$ cat src/rtl/lldma_pkg.sv
package lldma_pkg;
  localparam int WORD_W       = 32;
  localparam int DESC_WORDS   = 7;
  localparam int ALIGN_BITS   = 6;
  localparam int IDX_W        = 3;
  localparam int CMD_TODEV    = 12;
  localparam int CMD_IRQ_REQ  = 1;
  localparam int CMD_IRQ_MASK = 0;
  localparam int NEXT_OK      = 0;

  typedef enum logic [2:0] {
    ST_IDLE, ST_FETCH, ST_CHECK, ST_READ, ST_WRITE, ST_DONE
  } chanState_t;

  typedef struct packed {
    logic loadBase;
    logic loadNext;
    logic capWord;
    logic capData;
    logic stepUnit;
  } dpStrobe_t;

  typedef struct packed {
    logic lastWord;
    logic noUnits;
    logic lastUnit;
    logic lastBlock;
    logic toDev;
    logic irqEn;
    logic nextValid;
  } dpStatus_t;
endpackage

$ cat src/rtl/lldma_dpath.sv
module lldma_dpath
  import lldma_pkg::*;
#(
  parameter int LEN_W = 16
) (
  input  logic              clk,
  input  logic              rstN,
  input  logic [WORD_W-1:0] startAddr,
  input  logic [1:0]        unitSize,
  input  dpStrobe_t         strb,
  output dpStatus_t         stat,
  output logic [WORD_W-1:0] descRdAddr,
  input  logic [WORD_W-1:0] descRdData,
  output logic [WORD_W-1:0] memAddr,
  output logic [WORD_W-1:0] devAddr,
  output logic [WORD_W-1:0] wrData,
  input  logic [WORD_W-1:0] memRdata,
  input  logic [WORD_W-1:0] devRdata
);
  localparam int BASE_W = WORD_W - ALIGN_BITS;

  logic [BASE_W-1:0] baseQ;
  logic [IDX_W-1:0]  idxQ;
  logic [WORD_W-1:0] nextQ, srcQ, dstQ, strideQ, dataQ, memPtrQ, devPtrQ;
  logic [LEN_W-1:0]  lenQ, cycQ, unitLeftQ, blockLeftQ;
  logic              toDevQ, irqReqQ, irqMaskQ;
  logic [WORD_W-1:0] unitBytes;
  logic              unusedBits;

  assign unitBytes = (unitSize == 2'd0) ? WORD_W'(1) :
                     (unitSize == 2'd1) ? WORD_W'(2) : WORD_W'(4);
  assign unusedBits = ^{startAddr[ALIGN_BITS-1:0], nextQ[ALIGN_BITS-1:1]};

  always_ff @(posedge clk) begin
    if (!rstN) begin
      baseQ <= '0; idxQ <= '0; nextQ <= '0; srcQ <= '0; dstQ <= '0;
      strideQ <= '0; dataQ <= '0; memPtrQ <= '0; devPtrQ <= '0;
      lenQ <= '0; cycQ <= '0; unitLeftQ <= '0; blockLeftQ <= '0;
      toDevQ <= 1'b0; irqReqQ <= 1'b0; irqMaskQ <= 1'b0;
    end else begin
      if (strb.loadBase) begin
        baseQ <= startAddr[WORD_W-1:ALIGN_BITS];
        idxQ  <= '0;
      end else if (strb.loadNext) begin
        baseQ <= nextQ[WORD_W-1:ALIGN_BITS];
        idxQ  <= '0;
      end else if (strb.capWord) begin
        idxQ <= idxQ + IDX_W'(1);
        case (idxQ)
          3'd0: nextQ   <= descRdData;
          3'd1: srcQ    <= descRdData;
          3'd2: dstQ    <= descRdData;
          3'd3: lenQ    <= descRdData[LEN_W-1:0];
          3'd4: strideQ <= descRdData;
          3'd5: cycQ    <= descRdData[LEN_W-1:0];
          default: begin
            toDevQ     <= descRdData[CMD_TODEV];
            irqReqQ    <= descRdData[CMD_IRQ_REQ];
            irqMaskQ   <= descRdData[CMD_IRQ_MASK];
            memPtrQ    <= descRdData[CMD_TODEV] ? srcQ : dstQ;
            devPtrQ    <= descRdData[CMD_TODEV] ? dstQ : srcQ;
            unitLeftQ  <= lenQ;
            blockLeftQ <= (cycQ == '0) ? LEN_W'(1) : cycQ;
          end
        endcase
      end
      if (strb.capData) dataQ <= toDevQ ? memRdata : devRdata;
      if (strb.stepUnit) begin
        if (unitLeftQ == LEN_W'(1) && blockLeftQ != LEN_W'(1)) begin
          memPtrQ    <= memPtrQ + unitBytes + strideQ;
          unitLeftQ  <= lenQ;
          blockLeftQ <= blockLeftQ - LEN_W'(1);
        end else begin
          memPtrQ   <= memPtrQ + unitBytes;
          unitLeftQ <= unitLeftQ - LEN_W'(1);
        end
      end
    end
  end

  assign descRdAddr = {baseQ, ALIGN_BITS'({idxQ, 2'b00})};
  assign memAddr    = memPtrQ;
  assign devAddr    = devPtrQ;
  assign wrData     = dataQ;

  assign stat.lastWord  = (idxQ == IDX_W'(DESC_WORDS - 1));
  assign stat.noUnits   = (unitLeftQ == '0);
  assign stat.lastUnit  = (unitLeftQ == LEN_W'(1));
  assign stat.lastBlock = (blockLeftQ == LEN_W'(1));
  assign stat.toDev     = toDevQ;
  assign stat.irqEn     = irqReqQ & ~irqMaskQ;
  assign stat.nextValid = nextQ[NEXT_OK];
endmodule

$ cat src/rtl/lldma_ctrl.sv
module lldma_ctrl
  import lldma_pkg::*;
(
  input  logic      clk,
  input  logic      rstN,
  input  logic      startPulse,
  input  logic      stopPulse,
  input  dpStatus_t stat,
  input  logic      descRdValid,
  input  logic      memAck,
  input  logic      devAck,
  output dpStrobe_t strb,
  output logic      busy,
  output logic      irq,
  output logic      descRdReq,
  output logic      memReq,
  output logic      memWe,
  output logic      devReq,
  output logic      devWe
);
  chanState_t stateQ, stateNext;
  logic stopPendQ, stopNow, srcAck, dstAck;

  assign stopNow = stopPendQ | stopPulse;
  assign srcAck  = stat.toDev ? memAck : devAck;
  assign dstAck  = stat.toDev ? devAck : memAck;

  always_comb begin
    stateNext = stateQ;
    strb      = '0;
    case (stateQ)
      ST_IDLE: if (startPulse) begin
        strb.loadBase = 1'b1;
        stateNext     = ST_FETCH;
      end
      ST_FETCH: if (descRdValid) begin
        strb.capWord = 1'b1;
        if (stopNow)            stateNext = ST_IDLE;
        else if (stat.lastWord) stateNext = ST_CHECK;
      end
      ST_CHECK:
        if (stopNow)           stateNext = ST_IDLE;
        else if (stat.noUnits) stateNext = ST_DONE;
        else                   stateNext = ST_READ;
      ST_READ: if (srcAck) begin
        strb.capData = 1'b1;
        stateNext    = ST_WRITE;
      end
      ST_WRITE: if (dstAck) begin
        strb.stepUnit = 1'b1;
        if (stopNow)                             stateNext = ST_IDLE;
        else if (stat.lastUnit && stat.lastBlock) stateNext = ST_DONE;
        else                                     stateNext = ST_READ;
      end
      ST_DONE:
        if (stat.nextValid && !stopNow) begin
          strb.loadNext = 1'b1;
          stateNext     = ST_FETCH;
        end else begin
          stateNext = ST_IDLE;
        end
      default: stateNext = ST_IDLE;
    endcase
  end

  always_ff @(posedge clk) begin
    if (!rstN) begin
      stateQ    <= ST_IDLE;
      stopPendQ <= 1'b0;
    end else begin
      stateQ <= stateNext;
      if (stateNext == ST_IDLE) stopPendQ <= 1'b0;
      else if (stopPulse)       stopPendQ <= 1'b1;
    end
  end

  assign busy      = (stateQ != ST_IDLE);
  assign irq       = (stateQ == ST_DONE) && stat.irqEn;
  assign descRdReq = (stateQ == ST_FETCH);
  assign memReq    = ((stateQ == ST_READ) && stat.toDev) || ((stateQ == ST_WRITE) && !stat.toDev);
  assign memWe     = (stateQ == ST_WRITE) && !stat.toDev;
  assign devReq    = ((stateQ == ST_READ) && !stat.toDev) || ((stateQ == ST_WRITE) && stat.toDev);
  assign devWe     = (stateQ == ST_WRITE) && stat.toDev;
endmodule

$ cat src/rtl/lldma_chan.sv
module lldma_chan
  import lldma_pkg::*;
#(
  parameter int LEN_W = 16
) (
  input  logic        clk,
  input  logic        rstN,
  input  logic        startPulse,
  input  logic        stopPulse,
  input  logic [31:0] startAddr,
  input  logic [1:0]  unitSize,
  output logic        busy,
  output logic        irq,
  output logic        descRdReq,
  output logic [31:0] descRdAddr,
  input  logic        descRdValid,
  input  logic [31:0] descRdData,
  output logic        memReq,
  output logic        memWe,
  output logic [31:0] memAddr,
  output logic [31:0] memWdata,
  input  logic [31:0] memRdata,
  input  logic        memAck,
  output logic        devReq,
  output logic        devWe,
  output logic [31:0] devAddr,
  output logic [31:0] devWdata,
  input  logic [31:0] devRdata,
  input  logic        devAck
);
  dpStrobe_t strb;
  dpStatus_t stat;
  logic [WORD_W-1:0] wrData;

  lldma_ctrl uCtrl (
    .clk(clk), .rstN(rstN), .startPulse(startPulse), .stopPulse(stopPulse),
    .stat(stat), .descRdValid(descRdValid), .memAck(memAck), .devAck(devAck),
    .strb(strb), .busy(busy), .irq(irq), .descRdReq(descRdReq),
    .memReq(memReq), .memWe(memWe), .devReq(devReq), .devWe(devWe)
  );

  lldma_dpath #(.LEN_W(LEN_W)) uDpath (
    .clk(clk), .rstN(rstN), .startAddr(startAddr), .unitSize(unitSize),
    .strb(strb), .stat(stat), .descRdAddr(descRdAddr), .descRdData(descRdData),
    .memAddr(memAddr), .devAddr(devAddr), .wrData(wrData),
    .memRdata(memRdata), .devRdata(devRdata)
  );

  assign memWdata = wrData;
  assign devWdata = wrData;
endmodule

$ cat config.mk
export PLATFORM = sky130hd
export DESIGN_NAME = lldma_chan
export DESIGN_NICKNAME = d
export VERILOG_FILES = /design/src/rtl/lldma_pkg.sv /design/src/rtl/lldma_dpath.sv /design/src/rtl/lldma_ctrl.sv /design/src/rtl/lldma_chan.sv
export SDC_FILE = /design/constraint.sdc
export NUM_CORES = 1
export LEC_CHECK = 0
export BUFFER_PORTS_ARGS = -buffer_cell sky130_fd_sc_hd__clkbuf_2
export CAP_MARGIN = 20
export CELL_PAD_IN_SITES_DETAIL_PLACEMENT = 1
export CELL_PAD_IN_SITES_GLOBAL_PLACEMENT = 1
export CORE_MARGIN = 10
export CORE_UTILIZATION = 44
export DETAILED_ROUTE_END_ITERATION = 10
export PLACE_DENSITY = 0.95
export SLEW_MARGIN = 20
export SYNTH_ARGS = -nofsm -noshare
export SYNTH_HDL_FRONTEND = slang
export SYNTH_SLANG_ARGS = --single-unit
$ cat constraint.sdc
create_clock -name clk -period 8.86 [get_ports clk]
set_clock_uncertainty 0.15 [all_clocks]
set_input_delay 0.443 -clock clk [delete_from_list [all_inputs] [get_ports clk]]
set_output_delay 0.443 -clock clk [all_outputs]
set_load 0.01 [all_outputs]
==> results of run 1 <==
==> logic make-up after synthesis <==
logic type                 count (synthesis)
xor gates and xnor gates                  59
buffers and inverters                    193
and+or+nand+nor                          754
AOI/OAI and AO/OA                        518
other                                      1
muxes                                    134
DFF                                      319
adders and majority gates                 48
==> critical path, cell delays in order, from the launching register on <==
cell	delay (ps)
dfxtp_1	350
ha_1	290
a21o_1	120
a21oi_1	110
nand3b_1	370
nor2_1	620
nand2_1	190
nor3_1	210
xor2_1	300
ha_1	350
and3_1	240
and3_1	200
or4_4	490
and3_4	210
o21ai_2	140
mux2i_1	240
xor2_1	110
a311o_1	370
a21oi_1	140
==> per-layer routing <==
layer | up-vias | GRT usage, % | wire, um
met2 | 549 | 50.00 | 32410
met1 | 7975 | 28.26 | 23090
met4 | 6 | 17.78 | 3922
li1 | 7375 | - | -
met3 | 236 | 5.445 | 3733
met5 | - | 0 | 39
==> flip-flops by register name (all words and copies together), names as in the netlist, 26 cells and up <==
signal          cells
uDpath.baseQ       26
uDpath.wrData      32
uDpath.devAddr     32
uDpath.strideQ     32
uDpath.nextQ       27
uDpath.memAddr     32
uDpath.srcQ        32
uDpath.dstQ        32
==> placed cells by master, fill, tap and decap left out, types with 26 or more instances in the layout <==
cell type | netlist | final
nor2_1 | 184 | 178
ha_1 | 46 | 46
o211ai_1 | 32 | 32
nand3_1 | 31 | 30
a21oi_1 | 263 | 263
dfxtp_1 | 319 | 318
clkbuf_2 | 0 | 293
nor3_1 | 26 | 26
o21ai_0 | 51 | 51
clkbuf_16 | 0 | 35
mux2i_1 | 128 | 128
xnor2_1 | 35 | 35
a211oi_1 | 106 | 106
nand2_1 | 424 | 424
==> through the flow <==
step / instances / hold WS (ps) / setup slack [ps] / util, % / cell area (um2)
2_1_floorplan: 2028 / 282.3 / 4318 / - / 16050
3_3_place_gp: 2625 / 289.2 / 3499 / 48.86 / 17460
3_5_place_dp: 2625 / 300.3 / 3296 / 48.86 / 17460
4_1_cts: 2687 / 15.93 / 3615 / 52.19 / 18650
5_1_grt: 2688 / 33.90 / 3149 / 52.27 / 18680
6_report: 2688 / 23.65 / 3587 / 52.27 / 18680
==> worst max-delay path by stage <==
stage,start,end,cells after the start
global route,uDpath.memAddr[1]$_SDFFE_PN0P_,uDpath.memAddr[24]$_SDFFE_PN0P_,18
detailed placement,unitSize[0],uDpath.memAddr[31]$_SDFFE_PN0P_,20
CTS,uDpath.memAddr[1]$_SDFFE_PN0P_,uDpath.memAddr[31]$_SDFFE_PN0P_,18
floorplan,unitSize[0],uDpath.memAddr[31]$_SDFFE_PN0P_,19
finish,uDpath.memAddr[1]$_SDFFE_PN0P_,uDpath.memAddr[31]$_SDFFE_PN0P_,18
global placement,unitSize[0],uDpath.memAddr[31]$_SDFFE_PN0P_,20
==> power by group through the flow <==
stage | Sequential (uW) | Combinational [uW] | Clock [uW]
global placement | 1500 | 193 | 0
finish | 1470 | 209 | 1550
detailed placement | 1500 | 202 | 0
floorplan | 1500 | 107 | 0
CTS | 1470 | 206 | 1560
global route | 1470 | 226 | 1610
==> area by class of cell <==
type	instances	area share (%)
clock inverters	15	1.025
flip-flops and latches	319	34.20
well taps	461	3.087
inverters	21	0.4889
multi-input cells	1516	47.28
repair buffers	309	8.559
clock buffers	47	5.358
==> impl_metrics.sql, run 1 <==
INSERT INTO impl_metrics (metric_group, metric, value, unit) VALUES
('run_status', 'run_status', 'finished, final reports clean', ''),
('critical_path', 'crit_fanout', '6', ''),
('place', 'detailedPlacementHpwl', '43400', 'um'),
('critical_path', 'worst_setup_path_end_kind', 'flip-flop', ''),
('worst_hold_path', 'worstHoldStart', 'descRdData[28]', ''),
('critical_path', 'cp_data_arrival_time', '5600', 'ps'),
('logic_synthesis', 'postSynth.topFlopCell', 'dfxtp_1', ''),
('route', 'ant_nets', '0', ''),
('timing', 'layout_min_cycle_time', '5273', 'ps'),
('critical_path', 'worstPathRequired', '9180', 'ps'),
('worst_hold_path', 'min_path_type', 'in2reg', ''),
('grt', 'grt_pass1_vias', '17650', ''),
('clock_network', 'insertion_delay_of_the_later_clocked_pin_in_the_worst_skew_pair', '550', 'ps'),
('floorplan', 'overall_die_area', '44490', 'um2'),
('worst_hold_path', 'hold_depth', '3', ''),
('place', 'finalWeightedCongestion', '0.8942', ''),
('clock_network', 'post_cts_hold_buffer_count', '0', ''),
('floorplan', 'initial_core_utilization', '44.88', '%'),
('clock_network', 'cts.reportedPaths.clkPinSlew', '60', 'ps'),
('logic_synthesis', 'xor_xnor_cell_area_share_of_the_yosys_netlist', '3.222', '%'),
('route', 'wl_per_cell', '23.51', 'um'),
('cells_and_area', 'drive_gt1_share', '17.78', '%'),
('cells_and_area', 'area_growth_syn_to_layout', '16.48', '%'),
('power', 'leakage_component_of_the_power', '0.007231', 'uW'),
('clock_network', 'ctsRootBufferMaster', 'clkbuf_16', ''),
('cells_and_area', 'insertedDiodeCount', '0', ''),
('logic_synthesis', 'post-synth-top-area-cell', 'dfxtp_1', ''),
('grt', 'grt_first_pass_wirelength', '98170', 'um'),
('power', 'power', '3227', 'uW'),
('timing', 'finalHoldViolations', '0', ''),
('route', 'first_pass_iteration_count_of_the_detailed_router', '5', ''),
('timing', 'setup_repair_after_global_routing_missed_its_margin', 'no', ''),
('timing', 'maxClockFrequency', '189.7', 'MHz'),
('route', 'drt-vias-per-instance', '6.005', ''),
('power', 'total_switching_power', '785.9', 'uW'),
('power', 'power.density_cell_area', '172.7', 'nW/um2'),
('logic_synthesis', 'post_synth_fa_ha_maj_area_fraction', '3.838', '%'),
('cells_and_area', 'num-nets-final', '2387', ''),
('power', 'power.sequential.fraction', '45.6', '%'),
('route', 'drt-initial-drc-count', '1068', ''),
('power', 'sw_frac_of_total', '24.35', '%'),
('clock_network', 'cts-buffers-inserted', '35', ''),
('logic_synthesis', 'asyncSetResetFlopFracSynth', '0', '%'),
('critical_path', 'reg2reg_setup_slack', '3590', 'ps'),
('cells_and_area', 'multi_input_area', '8833', 'um2'),
('floorplan', 'fp-row-count', '69', ''),
('clock_network', 'cts_tree', 'built', ''),
('power', 'power_frac_clock', '47.9', '%'),
('critical_path', 'r2r-end', 'uDpath.memAddr[31]$_SDFFE_PN0P_', ''),
('clock_network', 'cts_repair_resize_count', '0', ''),
('logic_synthesis', 'postSynthCellCount', '2026', ''),
('timing', 'fin_tns_setup', '0', 'ps'),
('critical_path', 'timing.reg2reg.worst_path_depth', '18', ''),
('power', 'vdd_drop_max', '152.3', 'uV'),
('logic_synthesis', 'main_combinational_cell_family_by_area_after_synthesis', 'simple AND/OR/NAND/NOR gates', ''),
('logic_synthesis', 'synth_enable_flop_cells', '0', ''),
('logic_synthesis', 'post-synth-top-area-fraction', '39.82', '%'),
('critical_path', 'worst_setup_path_start_kind', 'flip-flop', ''),
('route', 'route.vias.total', '16140', ''),
('timing', 'worst_pin_slew', '1152', 'ps'),
('place', 'port-buffer-count', '294', ''),
('timing', 'timing.max_slew.rel_slack', '22.95', '%'),
('worst_hold_path', 'hold_path_end', 'uDpath.strideQ[28]$_SDFFE_PN0P_', ''),
('floorplan', 'io_pins', '304', ''),
('timing', 'timing_max_transition_violations_final', '0', ''),
('logic_synthesis', 'synthesis.area', '16040', 'um2'),
('logic_synthesis', 'synthMostInstantiatedCell', 'nand2_1', ''),
('clock_network', 'post_cts_buffers', '0', ''),
('cells_and_area', 'fill_cells', '4370', ''),
('logic_synthesis', 'ys_seq_elements', '319', ''),
('power', 'internal_power', '2441', 'uW');
No activity file was read; power rests on OpenSTA's default activity.
==> run 2, diff against run 1 <==
Settings changed: CORE_UTILIZATION 44 to 37, PLACE_DENSITY 0.95 to 0.88.
Clock period 8.86 ns to 4.8 ns, I/O delays scaled along.
==> run 2 against run 1 <==
  * Cell count grew 10%
  * Utilization shrank 5.0 points
  * Power grew 91%
  * Cell area grew 8.7%
  * Largest power group unchanged
  * Highest routed layer unchanged
==> impl_metrics.sql, run 2 (same netlist as run 1, synthesis figures left out) <==
INSERT INTO impl_metrics (metric_group, metric, value, unit) VALUES
('run_status', 'run_status', 'finished, final reports clean', ''),
('floorplan', 'io_pins', '304', ''),
('route', 'routed_wl', '67220', 'um'),
('grt', 'grt_pass1_vias', '17610', ''),
('route', 'drt_drc_violations_left', '0', ''),
('timing', 'maxClockFrequency', '219.7', 'MHz'),
('timing', 'fin_tns_setup', '0', 'ps'),
('critical_path', 'worstPathRequired', '5140', 'ps'),
('timing', 'timing.final.setup_violations', '0', ''),
('grt', 'grt_first_pass_wirelength', '103100', 'um'),
('floorplan', 'fp-row-count', '76', ''),
('timing', 'worst_pin_slew', '1055', 'ps'),
('route', 'ant_nets', '0', ''),
('timing', 'layout_min_cycle_time', '4552', 'ps'),
('timing', 'timing.max_slew.rel_slack', '29.47', '%'),
('cells_and_area', 'layout.cells.most_common_list', 'nand2_1, dfxtp_1, clkbuf_2', ''),
('timing', 'final.hold.worst_slack', '30.28', 'ps'),
('power', 'leakage_component_of_the_power', '0.007886', 'uW'),
('critical_path', 'worst_setup_path_start_kind', 'flip-flop', ''),
('place', 'detailedPlacementHpwl', '44840', 'um'),
('route', 'first_pass_iteration_count_of_the_detailed_router', '5', ''),
('place', 'finalWeightedCongestion', '0.9563', ''),
('floorplan', 'die_height', '228.2', 'um'),
('grt', 'global_route.usage.total', '24.75', '%'),
('power', 'sw_frac_of_total', '24.29', '%'),
('place', 'port-buffer-count', '294', ''),
('cells_and_area', 'post-route-util', '47.24', '%'),
('cells_and_area', 'final_common_cell', 'nand2_1', ''),
('timing', 'min_period_over_period', '94.82', '%'),
('route', 'route.vias.total', '16570', ''),
('cells_and_area', 'multi_input_area', '8860', 'um2'),
('cells_and_area', 'fill_cells', '5218', ''),
('timing', 'finalHoldViolations', '0', ''),
('route', 'drt-initial-drc-count', '1029', ''),
('clock_network', 'cts.reportedPaths.clkPinSlew', '60', 'ps'),
('flow_run', 'cap_viol_max_count', '0', ''),
('place', 'dpl_cell_area', '17810', 'um2'),
('critical_path', 'timing.reg2reg.worst_path_depth', '18', ''),
('timing', 'timing_max_transition_violations_final', '0', ''),
('grt', 'antenna_found_initial', '7', ''),
('power', 'power.share.combinational', '7.9', '%'),
('power', 'power.sequential.fraction', '43.9', '%'),
('worst_hold_path', 'hold_depth', '3', ''),
('cells_and_area', 'layout_cell_area_excl_fill', '20300', 'um2'),
('cells_and_area', 'num-nets-final', '2531', ''),
('critical_path', 'worst_setup_path_end_kind', 'flip-flop', ''),
('critical_path', 'cp_data_arrival_time', '4900', 'ps'),
('route', 'wl_per_cell', '22.70', 'um'),
('power', 'power_frac_clock', '48.2', '%'),
('worst_hold_path', 'min_path_type', 'in2reg', ''),
('clock_network', 'clockBufferDepth', '3', ''),
('clock_network', 'cts.htree.levels', '2', ''),
('clock_network', 'insertion_delay_of_the_later_clocked_pin_in_the_worst_skew_pair', '560', 'ps'),
('timing', 'setup_repair_after_global_routing_missed_its_margin', 'no', ''),
('floorplan', 'overall_die_area', '52080', 'um2'),
('route', 'drt-vias-per-instance', '5.596', ''),
('clock_network', 'ctsRootBufferMaster', 'clkbuf_16', ''),
('power', 'total_switching_power', '1501', 'uW'),
('floorplan', 'core', '42980', 'um2'),
('power', 'internal_power', '4679', 'uW'),
('clock_network', 'cts-buffers-inserted', '37', ''),
('grt', 'grt_start_max_net_pins', '141', ''),
('cells_and_area', 'area_growth_syn_to_layout', '26.59', '%'),
('cells_and_area', 'layout.area.seq', '6389', 'um2'),
('floorplan', 'fp.dieW', '228.2', 'um'),
('critical_path', 'crit_fanout', '6', ''),
('power', 'vdd_drop_max', '234.4', 'uV'),
('grt', 'overflow', '0', ''),
('power', 'power.density_cell_area', '304.3', 'nW/um2'),
('clock_network', 'clock-sinks', '319', ''),
('clock_network', 'cts_tree', 'built', ''),
('floorplan', 'initial_core_utilization', '37.32', '%'),
('cells_and_area', 'drive_gt1_share', '17.88', '%'),
('critical_path', 'crit_type', 'reg2reg', '');
## run 2: cell types whose count changed in the layout (fill, tap and decap cells not counted), moves of 3 or more
cell	before	now
nor2_1	178	175
dlygate4sd3_1	0	118
buf_4	15	38
diode_2	0	5
clkbuf_16	35	39
clkbuf_1	4	8
## run 2: power by group through the flow
stage,Sequential [uW],Combinational (uW),Clock [uW]
final,2720,486,2980
after detailed placement,2770,386,0
after global placement,2770,374,0
after global routing,2720,521,3140
after floorplan,2770,198,0
after CTS,2710,469,3000
## run 2: layout make-up
class	instances	share of cell area [%]
Multi-Input combinational cell	1516	43.63
Sequential cell	319	31.46
Timing Repair Buffer	451	14.64
Clock buffer	53	5.361
Tap cell	585	3.605
Clock inverter	11	0.8072
Inverter	21	0.4252
Antenna cell	5	0.06162
## run 2: final timing paths
path | start | slack [ps] | to
hold reg to reg | uDpath.nextQ[22]$_SDFFE_PN0P_ | 310 | uDpath.nextQ[22]$_SDFFE_PN0P_
setup / recovery | uDpath.memAddr[0]$_SDFFE_PN0P_ | 250 | uDpath.memAddr[31]$_SDFFE_PN0P_
setup reg to reg | uDpath.memAddr[0]$_SDFFE_PN0P_ | 250 | uDpath.memAddr[31]$_SDFFE_PN0P_
hold / removal | descRdData[13] | 30 | uDpath.strideQ[13]$_SDFFE_PN0P_
## run 2: stage by stage
stage	setup WS, ps	total power (uW)	instances
2_1_floorplan	461.1	2973	2028
3_5_place_dp	-59.30	3158	2772
5_1_grt	19.50	6377	2961
4_1_cts	44.16	6186	2954
6_report	248.4	6180	2961
3_3_place_gp	124.1	3143	2772
## run 2: what timing repair did
action | in CTS | in global routing
setup buffers | 0 | 1
gates resized for setup | 0 | 5
hold buffers | 118 | 0
setup endpoints to repair | 0 | 6
endpoints found under the hold margin | 176 | 0
## run 2: layer usage
layer	up-vias	GRT usage (%)	share of wire [%]
met1	8122	26.88	39
met4	4	14.79	6.0
met3	205	5.125	5.5
met5	-	0	0.031
li1	7667	-	-
met2	571	43.77	49
## run 2: critical path: stages (launching register included)
cell and delay [ps]:
dfxtp_1 330, ha_1 230, fa_1 420, a21o_1 210, nand3_1 150, nor2_2 100, and3_1 160, xor2_1 150
ha_1 420, a21oi_4 220, o31ai_2 100, and3_1 180, or4_4 490, and3_4 210, o21ai_2 150, mux2i_1 230
xor2_1 100, a311o_1 370, a21oi_1 110
